[src/rtl/subc_pkg.sv]
package subc_pkg;
  localparam int DATA_W  = 32;
  localparam int IDX_W   = 4;
  localparam int SHAMT_W = 5;
  localparam int FLAG_W  = 4;

  // flag vector bit positions
  localparam int FLAG_N = 3;
  localparam int FLAG_Z = 2;
  localparam int FLAG_C = 1;
  localparam int FLAG_V = 0;

  typedef enum logic [1:0] {
    SH_LSL = 2'b00,
    SH_LSR = 2'b01,
    SH_ASR = 2'b10,
    SH_ROR = 2'b11
  } shiftKind_e;

  typedef struct packed {
    logic               capture;
    logic               setFlags;
    shiftKind_e         kind;
    logic [SHAMT_W-1:0] amount;
    logic [IDX_W-1:0]   destIdx;
  } ctrlStrobes_t;
endpackage

[src/rtl/subc_ctrl.sv]
module subc_ctrl
  import subc_pkg::*;
#(
  parameter int INSTR_W = 32
) (
  input  logic               inValid,
  input  logic [INSTR_W-1:0] instrWord,
  output ctrlStrobes_t       strobes,
  output logic [IDX_W-1:0]   srcAIdx,
  output logic [IDX_W-1:0]   srcBIdx
);
  // field positions of the wide encoding
  localparam int S_POS   = 20;
  localparam int RA_LO   = 16;
  localparam int RD_LO   = 8;
  localparam int RB_LO   = 0;
  localparam int AMTH_LO = 12;
  localparam int AMTL_LO = 6;
  localparam int KIND_LO = 4;
  localparam int AMTL_W  = 2;
  localparam int AMTH_W  = SHAMT_W - AMTL_W;

  logic unusedOpBits;
  assign unusedOpBits = ^{instrWord[INSTR_W-1:S_POS+1], instrWord[AMTH_LO+AMTH_W]};

  assign srcAIdx = instrWord[RA_LO +: IDX_W];
  assign srcBIdx = instrWord[RB_LO +: IDX_W];

  always_comb begin
    strobes.capture  = inValid;
    strobes.setFlags = instrWord[S_POS];
    strobes.kind     = shiftKind_e'(instrWord[KIND_LO +: 2]);
    strobes.amount   = {instrWord[AMTH_LO +: AMTH_W], instrWord[AMTL_LO +: AMTL_W]};
    strobes.destIdx  = instrWord[RD_LO +: IDX_W];
  end
endmodule

[src/rtl/subc_shifter.sv]
module subc_shifter
  import subc_pkg::*;
#(
  parameter int WIDTH = DATA_W,
  parameter int AMT_W = SHAMT_W
) (
  input  logic [WIDTH-1:0] opIn,
  input  shiftKind_e       kind,
  input  logic [AMT_W-1:0] amount,
  input  logic             carryIn,
  output logic [WIDTH-1:0] opOut
);
  localparam int DBL_W = 2 * WIDTH;

  logic             amtZero;
  logic [DBL_W-1:0] rotWide;

  assign amtZero = (amount == '0);
  assign rotWide = {opIn, opIn} >> amount;

  always_comb begin
    unique case (kind)
      SH_LSL: opOut = opIn << amount;
      SH_LSR: opOut = amtZero ? '0 : (opIn >> amount);
      SH_ASR: opOut = amtZero ? {WIDTH{opIn[WIDTH-1]}}
                              : WIDTH'($signed(opIn) >>> amount);
      SH_ROR: opOut = amtZero ? {carryIn, opIn[WIDTH-1:1]}
                              : rotWide[WIDTH-1:0];
      default: opOut = opIn;
    endcase
  end
endmodule

[src/rtl/subc_dpath.sv]
module subc_dpath
  import subc_pkg::*;
#(
  parameter int WIDTH = DATA_W
) (
  input  logic              clk,
  input  logic              rstN,
  input  ctrlStrobes_t      strobes,
  input  logic [WIDTH-1:0]  opA,
  input  logic [WIDTH-1:0]  opB,
  input  logic [FLAG_W-1:0] flagsIn,
  output logic              outValid,
  output logic [WIDTH-1:0]  result,
  output logic [IDX_W-1:0]  destIdx,
  output logic [FLAG_W-1:0] flagsOut,
  output logic              flagsWr
);
  localparam int SUM_W = WIDTH + 1;

  logic              carryIn;
  logic [WIDTH-1:0]  shifted;
  logic [SUM_W-1:0]  sumFull;
  logic [WIDTH-1:0]  sumLow;
  logic [FLAG_W-1:0] newFlags;

  assign carryIn = flagsIn[FLAG_C];

  subc_shifter #(.WIDTH(WIDTH), .AMT_W(SHAMT_W)) i_shifter (
    .opIn   (opB),
    .kind   (strobes.kind),
    .amount (strobes.amount),
    .carryIn(carryIn),
    .opOut  (shifted)
  );

  // subtract as add of the inverted operand; carry out = no borrow
  assign sumFull = {1'b0, opA} + {1'b0, ~shifted} + {{WIDTH{1'b0}}, carryIn};
  assign sumLow  = sumFull[WIDTH-1:0];

  always_comb begin
    newFlags = flagsIn;
    if (strobes.setFlags) begin
      newFlags[FLAG_N] = sumLow[WIDTH-1];
      newFlags[FLAG_Z] = (sumLow == '0);
      newFlags[FLAG_C] = sumFull[WIDTH];
      newFlags[FLAG_V] = (opA[WIDTH-1] == ~shifted[WIDTH-1]) &&
                         (sumLow[WIDTH-1] != opA[WIDTH-1]);
    end
  end

  always_ff @(posedge clk or negedge rstN) begin
    if (!rstN) begin
      outValid <= 1'b0;
      flagsWr  <= 1'b0;
      result   <= '0;
      destIdx  <= '0;
      flagsOut <= '0;
    end else begin
      outValid <= strobes.capture;
      flagsWr  <= strobes.capture & strobes.setFlags;
      if (strobes.capture) begin
        result   <= sumLow;
        destIdx  <= strobes.destIdx;
        flagsOut <= newFlags;
      end
    end
  end
endmodule

[src/rtl/subc_shift_exec.sv]
module subc_shift_exec
  import subc_pkg::*;
#(
  parameter int WIDTH   = DATA_W,
  parameter int INSTR_W = 32
) (
  input  logic               clk,
  input  logic               rstN,
  input  logic               inValid,
  input  logic [INSTR_W-1:0] instrWord,
  input  logic [WIDTH-1:0]   opA,
  input  logic [WIDTH-1:0]   opB,
  input  logic [FLAG_W-1:0]  flagsIn,
  output logic [IDX_W-1:0]   srcAIdx,
  output logic [IDX_W-1:0]   srcBIdx,
  output logic               outValid,
  output logic [WIDTH-1:0]   result,
  output logic [IDX_W-1:0]   destIdx,
  output logic [FLAG_W-1:0]  flagsOut,
  output logic               flagsWr
);
  ctrlStrobes_t strobes;

  subc_ctrl #(.INSTR_W(INSTR_W)) i_ctrl (
    .inValid  (inValid),
    .instrWord(instrWord),
    .strobes  (strobes),
    .srcAIdx  (srcAIdx),
    .srcBIdx  (srcBIdx)
  );

  subc_dpath #(.WIDTH(WIDTH)) i_dpath (
    .clk     (clk),
    .rstN    (rstN),
    .strobes (strobes),
    .opA     (opA),
    .opB     (opB),
    .flagsIn (flagsIn),
    .outValid(outValid),
    .result  (result),
    .destIdx (destIdx),
    .flagsOut(flagsOut),
    .flagsWr (flagsWr)
  );
endmodule

[config.mk]
export PLATFORM = sky130hd
export DESIGN_NAME = subc_shift_exec
export DESIGN_NICKNAME = d
export VERILOG_FILES = /design/src/rtl/subc_pkg.sv /design/src/rtl/subc_ctrl.sv /design/src/rtl/subc_shifter.sv /design/src/rtl/subc_dpath.sv /design/src/rtl/subc_shift_exec.sv
export SDC_FILE = /design/constraint.sdc
export NUM_CORES = 1
export LEC_CHECK = 0
export CAP_MARGIN = 40
export CORE_MARGIN = 4
export CORE_UTILIZATION = 40
export CTS_BUF_LIST = sky130_fd_sc_hd__clkbuf_8
export DETAILED_ROUTE_END_ITERATION = 6
export DONT_BUFFER_PORTS = 1
export SYNTH_ARGS = -nofsm -noshare
export SYNTH_HDL_FRONTEND = slang
export SYNTH_SLANG_ARGS = --single-unit
[constraint.sdc]
create_clock -name clk -period 1 [get_ports clk]
set_clock_uncertainty 0.1 [all_clocks]
set_input_delay 0.1 -clock clk [delete_from_list [all_inputs] [get_ports clk]]
set_output_delay 0.1 -clock clk [all_outputs]
set_load 0.01 [all_outputs]
Word level (Yosys, flattened, before mapping)
Index checks and enable logic that the tools add are counted.
Widths: inputs -> output; s select.
{ "totals": {"regBits": 42, "out_inout_bits": 50, "in_bits": 103, "word_cells": 28} }
{ "classes": {"n_addsub": 2, "n_reduce_logical": 4, "muxes": 5, "shift": 4, "n_eq_ne": 5, "n_bitwise": 3} }
{ "op_table": {"columns": ["cell", "n"], "rows": [
  ["$pmux 32 s4", 1],
  ["$mux 32", 3],
  ["$shr 64x5->32", 1],
  ["$add 32x32->33", 1],
  ["$add 33x1->33", 1],
  ["$logic_not 32->1", 1],
  ["$not 32->32", 1],
  ["$shl 32x5->32", 1],
  ["$shr 32x5->32", 1],
  ["$sshr 32x5->32", 1],
  ["$logic_not 5->1", 1],
  ["$eq 2x2->1 const B", 2],
  ["$mux 4", 1],
  ["$eq 2x1->1 const B", 1],
  ["$logic_not 2->1", 1],
  ["$and 1x1->1", 1],
  ["$eq 1x1->1", 1],
  ["$logic_and 1x1->1", 1],
  ["$ne 1x1->1", 1],
  ["$not 1->1", 1]
]} }

Depth between registers and ports, before layout
Gate-level depths: netlist of the first run.
{ "logic_depth": {"depth_word": 9, "mapped_depth": 25, "ltp_nobuf": 21} }

Hierarchy
From an unflattened synthesis of the first run, not the netlist that was laid out.
{ "hier_totals": {"hier_cells": 1345, "hier_area_um2": 10596.4} }
{ "modules_own_cells": {"columns": ["mod", "n_inst", "cells_each", "area_per_inst_um2", "seq_area_each_um2"], "rows": [
  ["subc_shifter", 1, 893, 6718.9, 0.0],
  ["subc_dpath", 1, 431, 3719.8, 1051.0],
  ["subc_ctrl", 1, 21, 157.7, 0.0]
]} }

Worst setup path after synthesis of the first run
Ideal clock, no wire load.
{ "synth_timing": {"path_type": "input to register", "startpoint": "input port instrWord[6]", "endpoint": "register i_dpath.flagsOut[2]", "slack_ns": -3.704, "cell_stages": 25, "t_required_ns": 0.808, "setup_time_ns": 0.092, "path_buffers": 4, "arrival_ns": 4.512, "cell_sequence": "buf_2 > buf_2 > inv_1 > buf_2 > clkbuf_1 > o211ai_1 > o21ai_0 > mux2i_1 > nor2_1 > a21oi_1 > a21oi_1 > a21oi_1 > fa_1 > inv_1 > fa_1 > nand2b_1 > a21oi_1 > xor2_1 > nor4_1 > nand3_1 > or4_1 > or4_1 > nor4_2 > nand3_1 > o31ai_2"} }
{ "synth_between": {"elab_chain_len": 8, "elab_cells_between_ends": 14, "classes_between": "add/sub (2); shift (4); mux (5); bitwise (1); reduce/logical (2)"} }
{ "synth_rtl": {"columns": ["item", "line_no", "text"], "rows": [
  ["from (decl)", "subc_shift_exec.sv:10", "input logic [INSTR_W-1:0] instrWord,"],
  ["$shr 64x5->32, or another cell as far along", "subc_shifter.sv:19", "assign rotWide = {opIn, opIn} >> amount;"],
  ["$mux 32 (on tied branches)", "subc_shifter.sv:27, subc_shifter.sv:24, subc_shifter.sv:25", null],
  ["$pmux 32 s4 (*)", "subc_shifter.sv:22", "unique case (kind)"],
  ["$not 32->32 (*)", "subc_dpath.sv:37", "assign sumFull = {1'b0, opA} + {1'b0, ~shifted} + {{WIDTH{1'b0}}, carryIn};"],
  ["$add 32x32->33 (*)", "subc_dpath.sv:37", null],
  ["$add 33x1->33 (*)", "subc_dpath.sv:37", null],
  ["$logic_not 32->1 (*)", "subc_dpath.sv:44", "newFlags[FLAG_Z] = (sumLow == '0);"],
  ["$mux 4 (*)", "subc_dpath.sv:42", "if (strobes.setFlags) begin"],
  ["to (signal assigned)", "subc_dpath.sv:64", "flagsOut <= newFlags;"],
  ["to (decl)", "subc_dpath.sv:15", "output logic [FLAG_W-1:0] flagsOut,"]
]} }
Every way passes the cells marked *; elsewhere a longest branch is shown, timed or not.
A chain may end at the register's enable or synchronous reset.

Final worst setup path of the first run
{ "layout_timing": {"startpoint": "input port instrWord[6]", "endpoint": "register i_dpath.flagsOut[3]"} }
{ "layout_between": {"elab_chain_len": 7, "elab_cells_between_ends": 13, "classes_between": "add/sub (2); shift (4); mux (5); bitwise (1); reduce/logical (1)"} }
{ "layout_rtl": {"columns": ["item", "line_no"], "rows": [
  ["$shr 64x5->32, or another cell as far along", "subc_shifter.sv:19"],
  ["$mux 32 (on tied branches)", "subc_shifter.sv:27, subc_shifter.sv:24, subc_shifter.sv:25"],
  ["$pmux 32 s4 (*)", "subc_shifter.sv:22"],
  ["$not 32->32 (*)", "subc_dpath.sv:37"],
  ["$add 32x32->33 (*)", "subc_dpath.sv:37"],
  ["$add 33x1->33 (*)", "subc_dpath.sv:37"],
  ["$mux 4 (*)", "subc_dpath.sv:42"]
]} }
Marked as above.

==> results.md, run 1 <==
- Status: finished with violations
- Failing checks: hold timing, setup timing
- DR top layer: met4
- Power Total: 15.2 mW
- CP most frequent cell: a21oi_1
- Core area: 18,900 µm²
- Skew-Pair Late Insertion Delay: 310 ps
- Post-synth top area cell: dfrtp_1
- Most used DFF post-synth: dfrtp_1
- MaxCap Viol Count: 0
- Antenna violations before repair: 0
- Synth warnings: 0
- Post-layout minimum cycle time: 4230 ps
- DRC viols: 0
- Drt first-iter violations: 1,116
- Sink Count: 42
- Fraction of layout cells with a size suffix above 1: 0.452
- Via count: 9,520
- CTS tree: done
- Async S/R FF share, synth: 1.00
- Met2 routed WL: 16.5 mm
- Final period util: 4.23
- Number of synthesized flops with an enable pin: 0
- Worst-path cell chain: mux4_2 > a22oi_2 > o21ba_2 > a21oi_1 > o211ai_1 > a21oi_1 > a221o_1 > o21ai_2 > ha_4 > nand2_4 > o31ai_4 > o2111ai_4 > buf_6 > buf_6 > o31a_1 > a41o_1 > o21ai_4 > a31oi_4 > xnor2_2 > mux2i_1 > a21oi_1
- CP Capture Type: register
- Hold_ws: -634 ps
- ANT nets after route: 0
- Final WS setup: -3230 ps
- Clock transition at path regs: 90 ps
- Synthesized cell area: 7780 µm²
- Max_slew headroom: 0.593
- Crit path required time: 1140 ps
- Cell family with most CP delay: compound AO/OA/AOI/OAI gates
- WP buf/inv: 2
- I/O Buffers: 0
- Leak Pwr: 4.92 nW
- Crit path DAT: 4370 ps
- Post-DR wirelength/cell: 22.8 µm
- Initial DRT Pass Iterations: 6
- Seq cells post-synth: 42
- Crit-path max cell delay: 510 ps
- # setup viols final: 62
- TritonCTS buffer count: 5
- Synth area leaders: dfrtp_1 14%, mux4_2 13%, a21oi_1 7.5%
- Hold Fails Final Rpt: 74
- # IOs: 153
- Yosys cell types: 69
- F_max: 236 MHz
- Register area share after synthesis: 0.135
- Vias in the first global route: 9,334
- CP max FO: 62
- Syn Area/Cell: 7.46 µm²
- Maximum vdd drop: 714 µV
- Starting density of the core: 0.412
- Total GRT Usage: 0.310
- Post-CTS Hold Buffers: 7
- CP max-delay cell: mux4_2
- Vias per inst: 6.12
- Die area: 21,800 µm²
- Die span in y: 147 µm
- Grt total ovfl: 0
- Site row count: 50
- Total wire length: 35.4 mm
- Synth top area share: 0.135
- Largest net degree at the start of global routing: 108
- Dpl ws: -3670 ps
- Detailed placement HPWL: 26.7 mm
- Slew Limit Fails: 0
- Clock Root Buffer: clkbuf_8
- Hold Path Class: input port to asynchronous set/reset pin
- Global-route wire length before repair: 53.4 mm
- Worst slew pin tran: 610 ps
- Post-Syn Instances: 1,043
- Crit path kind: input port to register
- WL met1: 13.7 mm
- Die width: 147 µm
- Power per cell area: 1320 nW/µm²
- Syn nets: 1,179
- RSZ-0062 raised after global routing: yes
- Worst Setup Start Kind: input port
- Nets: 1,430
- H-Tree Depth: 2
- CTS Buffer Depth: 2
- RePlAce Congestion: 1.01
- Met3 wire len: 3.45 mm
- P&R area growth vs syn: 48.5%
[synthesized netlist by cell type (3+ instances only)]
library cell,count
mux2i_1,51
dfrtp_1,42
a21oi_1,117
nor3_1,23
a22o_1,6
o21ai_1,3
a211oi_1,6
ha_1,31
o21a_1,6
o31ai_1,3
o221ai_1,6
buf_4,10
a21o_1,18
a31oi_1,12
mux2_2,30
nor2b_1,4
a311oi_1,3
nand3_1,20
inv_1,17
nand4_1,12
a22oi_1,5
and2_1,4
mux4_2,44
nor4_1,3
nand2_1,95
a21boi_0,3
xnor2_1,10
or3_1,4
buf_2,13
or4_1,3
xor2_1,21
nand2b_1,11
nor2_1,147
or2_2,3
clkbuf_1,65
buf_1,8
o211ai_1,29
a221o_1,5
o21ai_0,109
o22ai_1,4
[layout make-up]
type                       instances  area (µm²)
clock inverter                     3        17.5
inverter                          18        70.1
tap                              260         325
timing repair buffer             341        2760
multi-input combinational        886        7260
clock buffer                       5        68.8
antenna                            1        2.50
fill                            1664        7340
sequential                        42        1050
[sequential cells by signal, summed over array words and instances (netlist names)]
name / flops
i_dpath.destIdx: 4
i_dpath.result: 32
i_dpath.flagsOut: 4
i_dpath.flagsWr: 1
i_dpath.outValid: 1
[layout by cell type, fill, tap and decap left out, drive strengths merged, types with 6 or more instances in the layout]
master / instances
o221ai: 6
o21a: 6
nand2b: 12
nand2: 95
buf: 334
dlygate4sd3: 7
nand3: 20
o211ai: 29
mux2: 30
nor2: 147
nand4: 12
a22o: 6
a31oi: 13
a21oi: 117
dfrtp: 42
xnor2: 11
a211oi: 7
nor3: 23
o21ai: 113
mux2i: 51
inv: 19
xor2: 21
mux4: 44
a21o: 19
ha: 31
[routing by layer]
layer  GRT usage  vias to the layer above
li1            -                     4368
met1       0.406                     4511
met2       0.509                      528
met3      0.0616                      113
met4       0.117                        0
met5           0                        -
[worst reg2reg max path: stages, from the launching register on]
cell and delay [ps]:
dfrtp_1 400, buf_4 150, mux2_4 270
[power by group]
group          leakage [nW]  internal [mW]  switching, mW
Clock                0.0493          0.484          0.645
Combinational          4.38           6.22           5.06
Sequential            0.496           2.29          0.511
[per-stage QoR]
| step | setup TNS (ps) | hold slack [ps] | utilization | cells | instance area, µm² |
|---|---|---|---|---|---|
| floorplan | -86370 | -296 | - | 1043 | 8250 |
| global placement | -104610 | -294 | 0.538 | 1501 | 10200 |
| detailed placement | -104020 | -295 | 0.538 | 1501 | 10200 |
| CTS | -85020 | -634 | 0.595 | 1546 | 11200 |
| global route | -94430 | -652 | 0.611 | 1555 | 11600 |
| finish | -88990 | -634 | 0.612 | 1556 | 11600 |
[cell families (layout without fill, tap and decap cells)]
| family | after synthesis | count (layout) | share of synthesized area |
|---|---|---|---|
| compound gates | 358 | 358 | 0.284 |
| xor+xnor | 32 | 32 | 0.0370 |
| mux | 125 | 125 | 0.236 |
| flops | 42 | 42 | 0.135 |
| simple gates | 338 | 338 | 0.190 |
| fa+ha+maj | 33 | 33 | 0.0550 |
| buf+inv | 115 | 367 | 0.0633 |
| other cells | 0 | 1 | 0 |
[final timing paths]
kind,startpoint,endpoint,slack (ps),cells after the start
min reg2reg,i_dpath.result[8]$_DFFE_PN0P_,i_dpath.result[8]$_DFFE_PN0P_,430,1
max,instrWord[6],i_dpath.flagsOut[3]$_DFFE_PN0P_,-3230,21
min,rstN,i_dpath.result[20]$_DFFE_PN0P_,-630,0
max reg2reg,i_dpath.result[3]$_DFFE_PN0P_,i_dpath.result[3]$_DFFE_PN0P_,-30,2
max in group asynchronous,rstN,i_dpath.result[5]$_DFFE_PN0P_,1320,0
min in group clk,inValid,i_dpath.outValid$_DFF_PN0_,-280,0
[what timing repair did]
item	4_1_cts	5_1_grt
setup buffers	37	17
hold endpoints to repair	77	74
pin swaps	69	64
endpoints found under the setup margin	62	62
resized for setup	169	58
No activity file was read; power rests on OpenSTA's default activity.
==> run 2, diff against run 1 <==
--- a/config.mk
+++ b/config.mk
@@ -5,7 +5,9 @@
 export SDC_FILE = /design/constraint.sdc
 export NUM_CORES = 1
 export LEC_CHECK = 0
+export ABC_AREA = 1
 export CAP_MARGIN = 40
+export CORE_ASPECT_RATIO = 0.75
 export CORE_MARGIN = 4
 export CORE_UTILIZATION = 40
 export CTS_BUF_LIST = sky130_fd_sc_hd__clkbuf_8
==> run 2 against run 1 <==
The flow still finishes with violations (hold timing, setup timing). Cell area up 24%. Wire length up 31%. Count of clock-buffer cells in the layout unchanged. Fmax up 25%. Total power up 3.0%. Hold slack worse by 5.2 ps. Global-route usage up 5.4 points. Sequential cell count unchanged. Critical path type unchanged. Largest power group unchanged.
==> results.md, run 2 <==
- Reg power frac: 0.162
- Yosys cell types: 48
- Drt first-iter violations: 1,614
- Crit-path max cell delay: 390 ps
- Fraction of layout cells with a size suffix above 1: 0.419
- Failing checks: hold timing, setup timing
- TritonCTS buffer count: 5
- Synth warnings: 0
- CP max-delay cell: ha_1
- Largest net degree at the start of global routing: 68
- Synthesized cell area: 8710 µm²
- Die width: 178 µm
- Post-layout minimum cycle time: 3380 ps
- Top reg by flops: i_dpath.result
- CP most frequent cell: nand2_2
- # IOs: 153
- Async S/R FF share, synth: 1.00
- Total GRT Usage: 0.364
- Sw Share: 0.486
- Cell family with most CP delay: simple AND/OR/NAND/NOR gates
- Regs by FF count: i_dpath.result (32), i_dpath.destIdx (4), i_dpath.flagsOut (4)
- MaxCap Viol Count: 0
- Post-DR wirelength/cell: 20.0 µm
- R2R cell count: 3
- RePlAce Congestion: 1.08
- Setup TNS: -67,150 ps
- Synth top area share: 0.293
- FF-to-FF Start: i_dpath.result[27]$_DFFE_PN0P_
- Xor and xnor area share after synthesis: 0.00704
- Largest family of logic cells by synthesized area: simple AND/OR/NAND/NOR gates
- Hold Fails Final Rpt: 70
- Core area: 21,300 µm²
- Power Total: 15.7 mW
- Worst setup path end: i_dpath.flagsOut[2]$_DFFE_PN0P_
- Max_slew headroom: 0.701
- H-Tree Depth: 2
- Compound-Gate Fraction of Synth Area: 0.238
- Synth area leaders: nand2_1 29%, dfrtp_1 12%, o21ai_0 9.1%
- Die area: 24,200 µm²
- Synth cell count leaders: 680 x nand2_1, 192 x inv_1, 159 x o21ai_0, 135 x nor2_1, 88 x a21oi_1
- Clock Power Share: 0.080
- Most frequent cells in the layout: 509 x nand2_1, 340 x buf_4, 167 x inv_1
- Post-synth top area cell: nand2_1
- WP buf/inv: 8
- Post-Syn Instances: 1,705
- CP max FO: 67
- CTS Buffer Depth: 2
- Crit path kind: input port to register
- Post-CTS Hold Buffers: 6
- RR Endpoint: i_dpath.result[27]$_DFFE_PN0P_
- Detailed placement HPWL: 36.7 mm
- Hold Path Class: input port to asynchronous set/reset pin
- Psw: 7.61 mW
- Skew-Pair Late Insertion Delay: 320 ps
- Seq cells post-synth: 42
- Leak Pwr: 7.07 nW
- Status: finished with violations
- Most frequent cell after synthesis: nand2_1
- # setup viols final: 41
- Die span in y: 136 µm
- Syn nets: 1,841
- Worst Setup Start Kind: input port
- Vias per inst: 5.57
- Slew Limit Fails: 0
- F_max: 296 MHz
- Site row count: 46
- Starting density of the core: 0.409
- Nets: 2,157
- P&R area growth vs syn: 64.2%
- Reg2reg setup slack: 90 ps
- Initial DRT Pass Iterations: 5
- Fillcell total: 1,973
- ANT nets after route: 0
- Global-route wire length before repair: 67.5 mm
- Max reg flops: 32
- Final WS setup: -2380 ps
- Register area share after synthesis: 0.121
- CTS tree: done
- Power per cell area: 1090 nW/µm²
- Sink Count: 42
- Maximum vdd drop: 824 µV
- Antenna violations before repair: 0
- Grt total ovfl: 0
- Clock Root Buffer: clkbuf_8
- RSZ-0062 raised after global routing: yes
- Crit path required time: 1150 ps
- Crit path DAT: 3530 ps
- Commonest non-fill, non-tap cell in the layout: nand2_1
- Vias in the first global route: 11,600
- Combinational Power Share: 0.758
- Dpl ws: -2980 ps
- Internal power: 8.06 mW
- Crit path depth: 31
- Worst slew pin tran: 444 ps
- Total wire length: 46.3 mm
- Most used DFF post-synth: dfrtp_1
- Final core occ: 0.672
- Number of synthesized flops with an enable pin: 0
- Syn Area/Cell: 5.11 µm²
- CP Capture Type: register
- Area share of fa/ha/maj cells after synthesis: 0.0491
- Via count: 12,900
- Hold_ws: -639 ps
- DRC viols: 0
- I/O Buffers: 0
- Clock transition at path regs: 100 ps
- Final period util: 3.38
- Crit path from: instrWord[6]
- Multiplexer area fraction after synthesis: 0.0244
- Synth Area in Simple Gates: 0.425
run 2: cell families after synthesis:
| family | count (synthesis) |
|---|---|
| adder cells (fa/ha/maj) | 33 |
| AND/OR/NAND/NOR | 931 |
| AO/OA/AOI/OAI | 383 |
| multiplexers | 20 |
| buffers and inverters | 289 |
| flip-flops | 42 |
| XOR/XNOR | 7 |
run 2: cell type report:
type                            count  area [µm²]  area share
Timing Repair Buffer              396        3300       0.231
Tap cell                          288         360      0.0252
Inverter                          202         825      0.0577
Antenna cell                        1        2.50    0.000175
Clock buffer                        5        68.8     0.00481
Multi-Input combinational cell   1374        8670       0.606
Sequential cell                    42        1050      0.0735
Clock inverter                      3        23.8     0.00166
run 2: power groups by stage:
stage	Sequential (mW)	Clock, mW	Combinational, mW
2_1_floorplan	2.50	0	4.91
3_3_place_gp	2.56	0	8.76
6_report	2.54	1.25	11.9
5_1_grt	2.59	1.33	12.7
3_5_place_dp	2.56	0	8.81
4_1_cts	2.54	1.24	10.3
run 2: timing repair:
action / 4_1_cts / 5_1_grt
endpoints found under the hold margin: 75 / 70
gates resized for setup: 351 / 230
setup buffers: 20 / 28
pin swaps: 112 / 135
cloned: 2 / 0
endpoints found under the setup margin: 41 / 41
run 2: stage by stage:
step                std cells  cell area (µm²)
finish                   2311            14300
global route             2310            14300
CTS                      2286            13300
detailed placement       2256            11800
global placement         2256            11800
floorplan                1705             9200
run 2: worst min path at each step:
stage	endpoint	start
after floorplan	i_dpath.destIdx[0]$_DFFE_PN0P_	rstN
final	i_dpath.result[8]$_DFFE_PN0P_	rstN
after CTS	i_dpath.destIdx[3]$_DFFE_PN0P_	rstN
after global routing	i_dpath.destIdx[3]$_DFFE_PN0P_	rstN
after global placement	i_dpath.destIdx[3]$_DFFE_PN0P_	rstN
after detailed placement	i_dpath.destIdx[3]$_DFFE_PN0P_	rstN
run 2: routing by layer:
| metal | vias up | wire [µm] | track usage |
|---|---|---|---|
| met4 | 0 | 822 | 0.0584 |
| met3 | 64 | 6480 | 0.140 |
| li1 | 6113 | - | - |
| met1 | 5996 | 20800 | 0.550 |
| met5 | - | 0 | 0 |
| met2 | 704 | 18200 | 0.490 |
